--- config.mk ---
export PLATFORM = sky130hd
export DESIGN_NAME = blank_line_sequencer
export DESIGN_NICKNAME = d
export VERILOG_FILES = /design/src/rtl/blank_seq_pkg.sv /design/src/rtl/blank_seq_ctrl.sv /design/src/rtl/blank_seq_datapath.sv /design/src/rtl/blank_line_sequencer.sv
export SDC_FILE = /design/constraint.sdc
export NUM_CORES = 1
export LEC_CHECK = 0
export ABC_AREA = 1
export CAP_MARGIN = 20
export CORE_AREA = 2 2 72 125
export CTS_CLUSTER_SIZE = 28
export DETAILED_ROUTE_END_ITERATION = 8
export DIE_AREA = 0 0 74 127
export GPL_ROUTABILITY_DRIVEN = 0
export PLACE_DENSITY = 0.86
export SYNTH_ARGS = -nofsm -noshare
export SYNTH_HDL_FRONTEND = slang
export SYNTH_SLANG_ARGS = --single-unit
--- constraint.sdc ---
create_clock -name clk -period 1.57 [get_ports clk]
set_input_delay 0.157 -clock clk [delete_from_list [all_inputs] [get_ports clk]]
set_output_delay 0.157 -clock clk [all_outputs]
set_load 0.02 [all_outputs]
--- src/rtl/blank_seq_pkg.sv ---
package blank_seq_pkg;
  // strobes sent from the control to the datapath each cycle
  typedef struct packed {
    logic pixHold;   // hold pixel counter and write pointer at zero
    logic lineClr;   // clear line counter
    logic lineInc;   // advance line counter
    logic winClr;    // force window closed
  } seqStrobes_t;
endpackage

--- src/rtl/blank_seq_ctrl.sv ---
module blank_seq_ctrl
  import blank_seq_pkg::*;
#(
  parameter int MIN_HI = 100,
  parameter int MIN_LO = 32
) (
  input  logic        clk,
  input  logic        rst,
  input  logic        hBlank,
  input  logic        vBlank,
  input  logic        cfgWrite,
  input  logic        frameHit,
  output seqStrobes_t strobes,
  output logic        activeVideo,
  output logic        frameReset,
  output logic        timingError
);
  localparam int RUN_MAX = (MIN_HI > MIN_LO) ? MIN_HI : MIN_LO;
  localparam int RUN_W   = $clog2(RUN_MAX + 1);
  localparam logic [RUN_W-1:0] RUN_SAT = RUN_W'(RUN_MAX);
  localparam logic [RUN_W-1:0] HI_LIM  = RUN_W'(MIN_HI);
  localparam logic [RUN_W-1:0] LO_LIM  = RUN_W'(MIN_LO);

  logic hQ, vQ;
  logic hEdge, hRise, vEdge;
  logic [RUN_W-1:0] runLen;
  logic runValid;
  logic violate;
  logic firedThisBlank;
  logic fireNow;

  // registered copies of the blanking inputs
  always_ff @(posedge clk) begin
    if (rst) begin
      hQ <= 1'b0;
      vQ <= 1'b0;
    end else begin
      hQ <= hBlank;
      vQ <= vBlank;
    end
  end

  assign hEdge = hBlank ^ hQ;
  assign hRise = hBlank & ~hQ;
  assign vEdge = vBlank ^ vQ;

  always_comb begin
    strobes.pixHold = hBlank;
    strobes.lineClr = vEdge;
    strobes.lineInc = hRise;
    strobes.winClr  = vBlank | vEdge;
  end

  assign activeVideo = ~hQ;

  // run-length measurement of the blanking high and low phases
  always_ff @(posedge clk) begin
    if (rst) begin
      runLen   <= '0;
      runValid <= 1'b0;
    end else if (hEdge) begin
      runLen   <= RUN_W'(1);
      runValid <= 1'b1;
    end else if (runLen < RUN_SAT) begin
      runLen <= runLen + RUN_W'(1);
    end
  end

  always_comb begin
    violate = 1'b0;
    if (hEdge && runValid) begin
      if (hQ) violate = (runLen < HI_LIM);
      else    violate = (runLen < LO_LIM);
    end
  end

  always_ff @(posedge clk) begin
    if (rst)           timingError <= 1'b0;
    else if (violate)  timingError <= 1'b1;
    else if (cfgWrite) timingError <= 1'b0;
  end

  // frame reset: one pulse per vertical blanking period
  assign fireNow = hRise & vBlank & ~vEdge & frameHit & ~firedThisBlank;

  always_ff @(posedge clk) begin
    if (rst) begin
      frameReset     <= 1'b0;
      firedThisBlank <= 1'b0;
    end else begin
      frameReset <= fireNow;
      if (!vBlank || vEdge) firedThisBlank <= 1'b0;
      else if (fireNow)     firedThisBlank <= 1'b1;
    end
  end
endmodule

--- src/rtl/blank_seq_datapath.sv ---
module blank_seq_datapath
  import blank_seq_pkg::*;
#(
  parameter int PIX_W  = 12,
  parameter int ADDR_W = 11,
  parameter int LINE_W = 11
) (
  input  logic              clk,
  input  logic              rst,
  input  seqStrobes_t       strobes,
  input  logic              cfgWrite,
  input  logic [LINE_W-1:0] cfgFrameLine,
  input  logic [LINE_W-1:0] cfgWinStart,
  input  logic [LINE_W-1:0] cfgWinEnd,
  output logic [PIX_W-1:0]  pixelCount,
  output logic [ADDR_W-1:0] wrAddr,
  output logic [LINE_W-1:0] lineCount,
  output logic              windowOpen,
  output logic              frameHit
);
  logic [LINE_W-1:0] frameLineReg, winStartReg, winEndReg;
  logic [LINE_W-1:0] lineNext;

  always_ff @(posedge clk) begin
    if (rst) begin
      frameLineReg <= '0;
      winStartReg  <= '0;
      winEndReg    <= '0;
    end else if (cfgWrite) begin
      frameLineReg <= cfgFrameLine;
      winStartReg  <= cfgWinStart;
      winEndReg    <= cfgWinEnd;
    end
  end

  always_ff @(posedge clk) begin
    if (rst || strobes.pixHold) begin
      pixelCount <= '0;
      wrAddr     <= '0;
    end else begin
      pixelCount <= pixelCount + PIX_W'(1);
      wrAddr     <= wrAddr + ADDR_W'(1);
    end
  end

  assign lineNext = lineCount + LINE_W'(1);

  always_ff @(posedge clk) begin
    if (rst || strobes.lineClr) lineCount <= '0;
    else if (strobes.lineInc)   lineCount <= lineNext;
  end

  // line match against the frame-reset line, 0 disables
  assign frameHit = (frameLineReg != '0) && (lineNext == frameLineReg);

  always_ff @(posedge clk) begin
    if (rst || strobes.winClr)          windowOpen <= 1'b0;
    else if (lineCount == winEndReg)    windowOpen <= 1'b0;
    else if (lineCount == winStartReg)  windowOpen <= 1'b1;
  end
endmodule

--- src/rtl/blank_line_sequencer.sv ---
module blank_line_sequencer
  import blank_seq_pkg::*;
#(
  parameter int PIX_W  = 12,
  parameter int ADDR_W = 11,
  parameter int LINE_W = 11,
  parameter int MIN_HI = 100,
  parameter int MIN_LO = 32
) (
  input  logic              clk,
  input  logic              rst,
  input  logic              hBlank,
  input  logic              vBlank,
  input  logic              cfgWrite,
  input  logic [LINE_W-1:0] cfgFrameLine,
  input  logic [LINE_W-1:0] cfgWinStart,
  input  logic [LINE_W-1:0] cfgWinEnd,
  output logic [PIX_W-1:0]  pixelCount,
  output logic [ADDR_W-1:0] wrAddr,
  output logic [LINE_W-1:0] lineCount,
  output logic              activeVideo,
  output logic              windowOpen,
  output logic              frameReset,
  output logic              timingError
);
  seqStrobes_t strobes;
  logic        frameHit;

  blank_seq_ctrl #(.MIN_HI(MIN_HI), .MIN_LO(MIN_LO)) ctrl (
    .clk(clk), .rst(rst), .hBlank(hBlank), .vBlank(vBlank),
    .cfgWrite(cfgWrite), .frameHit(frameHit), .strobes(strobes),
    .activeVideo(activeVideo), .frameReset(frameReset),
    .timingError(timingError)
  );

  blank_seq_datapath #(.PIX_W(PIX_W), .ADDR_W(ADDR_W), .LINE_W(LINE_W)) dp (
    .clk(clk), .rst(rst), .strobes(strobes), .cfgWrite(cfgWrite),
    .cfgFrameLine(cfgFrameLine), .cfgWinStart(cfgWinStart),
    .cfgWinEnd(cfgWinEnd), .pixelCount(pixelCount), .wrAddr(wrAddr),
    .lineCount(lineCount), .windowOpen(windowOpen), .frameHit(frameHit)
  );
endmodule

==> results.sh <==
export IMPL_timing_rr_end="ctrl.firedThisBlank"
export IMPL_path_class="flop to flop"
export IMPL_synth_edf_count=0
export IMPL_yosys_area_share_adder_pct=2.33
export IMPL_synth_seq_cells=81
export IMPL_ys_flop_type="dfxtp_1"
export IMPL_worst_pin_slew_ns=0.405
export IMPL_cts_sink_count=81
export IMPL_antenna_cells=0
export IMPL_crit_path_start="dp.lineCount[6]"
export IMPL_htreeDepth=3
export IMPL_ys_async_sr_fraction_pct=0
export IMPL_design_area_um2=5320
export IMPL_cts_tree="built"
export IMPL_instances_no_fill=744
export IMPL_die_area_um2=9400
export IMPL_outcome="complete, no violations"
export IMPL_ys_warn_count=0
export IMPL_grt_max_degree=36
export IMPL_cp_arrival_ns=1.82
export IMPL_fin_nets=670
export IMPL_cp_end_kind="flop"
export IMPL_syn_area_per_cell_um2=7.16
export IMPL_start_util_pct=45.2
export IMPL_wl_per_cell_um=13.7
export IMPL_synth_compound_area_share_pct=15.4
export IMPL_first_pass_iters=5
export IMPL_drt_iter0_markers=279
export IMPL_r2r_setup_slack_ns=0.02
export IMPL_yosys_area_share_simple_pct=24.5
export IMPL_drc=0
export IMPL_place_area_um2=4790
export IMPL_die_y_um=127
export IMPL_grt_pass1_wl_um=16000
export IMPL_total_power_uw=5220
export IMPL_hp_class="input pin to flop"
export IMPL_setup_viol=0
export IMPL_clk_pin_slew_ns=0.06
export IMPL_cts_hold_buffers=0
export IMPL_finalMaxSlewViolations=0
export IMPL_leakage_uw=0.00234
export IMPL_synthMuxAreaShare_pct=0
export IMPL_io_pins=76
export IMPL_fillers=681
export IMPL_critPathMaxFanout=4
export IMPL_netlist_area_um2=3760
export IMPL_ys_seq_area_share_pct=43.1
export IMPL_period_needed_ns=1.55
export IMPL_period_share_pct=98.4
export IMPL_fmax_ghz=0.647
export IMPL_cts_buffers=9
export IMPL_post_place_ws_ns=-0.335
export IMPL_maxSlewHeadroom_pct=73.0
export IMPL_setup_tns_ns=0
export IMPL_synth_distinct_cells=36
export IMPL_cts_root_buf="clkbuf_16"
export IMPL_clockBufferDepth=2
export IMPL_synth_nets=570
export IMPL_powerDensity_nw_per_um2=982
export IMPL_area_delta_synth_final_pct=41.5
export IMPL_max_vdd_ir_drop_mv=0.851
export IMPL_synthXorXnorAreaFrac_pct=5.99
export IMPL_antenna_found_initial=0
export IMPL_clock_latency_ns=0.34
export IMPL_gr_total_overflow=0
export IMPL_place_inst=722
export IMPL_drive_gt1_share_pct=13.8
export IMPL_synth_top_family_by_area="simple AND/OR/NAND/NOR gates"
export IMPL_core_area_um2=8310
export IMPL_max_cap_viol_count=0
export IMPL_multiInputGateArea_um2=1930
export IMPL_startpoint_type="flop"
export IMPL_worstReg2RegStart="dp.lineCount[6]"
export IMPL_worstPathRequired_ns=1.85
export IMPL_antenna_left=0
export IMPL_seq_area_um2=1640
export IMPL_postSynthCellCount=525
export IMPL_die_w_um=74
export IMPL_endpoint="ctrl.firedThisBlank"
export IMPL_track_usage_pct=22.1
export IMPL_rows=44
export IMPL_first_global_vias=3730
export IMPL_wirelength_um=10200
export IMPL_vias=3749
export IMPL_reg2reg_depth=12
export IMPL_post_dp_hpwl_um=7370
export IMPL_finalWorstSetupSlack_ns=0.0246
export IMPL_finalClockSkew_ns=0.00490
export IMPL_portBuffers=75
export IMPL_rsz0062_at_grt="true"
export IMPL_finalHoldViolCount=0
export IMPL_via_per_inst=5.04
## cell families after synthesis
| group | count (synthesis) |
|---|---|
| AND/OR/NAND/NOR | 219 |
| AO/OA/AOI/OAI | 110 |
| buffers and inverters | 84 |
| flip-flops | 81 |
| XOR/XNOR | 24 |
| adder cells (fa/ha/maj) | 7 |
## metrics by stage
stage / hold slack, ns / utilization (%)
3_5_place_dp: 0.459 / 57.6
5_1_grt: 0.130 / 64.0
3_3_place_gp: 0.450 / 57.6
2_1_floorplan: 0.264 / -
6_report: 0.103 / 64.0
4_1_cts: 0.394 / 62.0
## layout by cell type, fill, tap and decap left out, types with 4 or more instances in the layout
cell type,synthesis,final
nor2_1,99,94
dfxtp_1,81,70
inv_1,63,61
nand2_1,67,61
clkdlybuf4s50_1,0,59
o21ai_0,55,53
a21oi_1,40,40
buf_4,1,29
nand3_1,29,27
xor2_1,15,15
dlygate4sd2_1,0,11
nor3_1,11,9
clkbuf_16,0,9
xnor2_1,8,8
dfxtp_2,0,8
nand2_2,3,7
nor2_4,2,5
dlymetal6s2s_1,0,5
a31oi_1,4,4
ha_1,7,4
## how the worst min path moves through the flow
stage | from | endpoint | depth (start not counted)
after floorplan | hBlank | ctrl.hQ | 2
after global placement | ctrl.runValid | ctrl.runValid | 2
after detailed placement | ctrl.runValid | ctrl.runValid | 2
after CTS | cfgWinEnd[4] | dp.winEndReg[4] | 3
after global routing | vBlank | ctrl.vQ | 3
final | vBlank | ctrl.vQ | 3
## report_power, final
group / internal [uW] / switching [uW] / leakage [uW]
registers: 2140 / 72.0 / 0.000670
logic: 294 / 316 / 0.00150
clock network: 1590 / 810 / 0.000169
## what timing repair did
item                       in CTS  in global routing
pin swaps                       4                 15
resized for setup              21                 36
setup endpoints to repair      14                  9
hold endpoints to repair        0                  0
setup buffers                   1                  6
## layer usage
metal | vias up | GRT usage, % | share of wire [%]
met5 | - | 0 | 0
met4 | 0 | 14.9 | 4.2
met3 | 32 | 5.36 | 4.6
met2 | 110 | 38.8 | 54
met1 | 1719 | 22.2 | 37
li1 | 1888 | - | -
## area by class of cell
cell class | instances | share of cell area [%]
multi-input combinational | 360 | 36.3
timing repair buffer | 107 | 19.0
clock buffer | 10 | 4.49
sequential | 81 | 30.9
clock inverter | 5 | 1.95
tap | 115 | 2.70
inverter | 66 | 4.70
## worst max-delay path: stages (launching register included)
cell	delay, ns
dfxtp_1	0.41
nand2_1	0.13
nor2_2	0.16
nand2_1	0.06
nand2_1	0.07
nand2_2	0.07
nand2_1	0.06
nand2_1	0.04
nor2_1	0.11
nand3_1	0.13
nor2_1	0.12
nor2_1	0.04
nor2_1	0.07
## synthesized netlist by cell type (2+ instances only)
master | instances | area share (%)
a21oi_1 | 40 | 5.3
a31oi_1 | 4 | 0.67
buf_2 | 3 | 0.40
clkbuf_1 | 12 | 1.2
dfxtp_1 | 81 | 43
ha_1 | 7 | 2.3
inv_1 | 63 | 6.3
inv_2 | 2 | 0.20
nand2_1 | 67 | 6.7
nand2_2 | 3 | 0.50
nand3_1 | 29 | 3.9
nor2_1 | 99 | 9.9
nor2_4 | 2 | 0.60
nor3_1 | 11 | 1.5
nor4_1 | 2 | 0.33
o21a_1 | 3 | 0.60
o21ai_0 | 55 | 7.3
o21bai_1 | 2 | 0.40
o22ai_1 | 2 | 0.33
xnor2_1 | 8 | 1.9
xor2_1 | 15 | 3.5
## registers in the layout (all words and copies together) (netlist names)
register             count
dp.pixelCount           12
dp.frameLineReg         11
dp.lineCount            11
dp.winEndReg            11
dp.winStartReg          11
dp.wrAddr               11
ctrl.runLen              7
ctrl.firedThisBlank      1
ctrl.frameReset          1
ctrl.hQ                  1
ctrl.runValid            1
ctrl.timingError         1
ctrl.vQ                  1
dp.windowOpen            1
No activity file was read; power rests on OpenSTA's default activity.
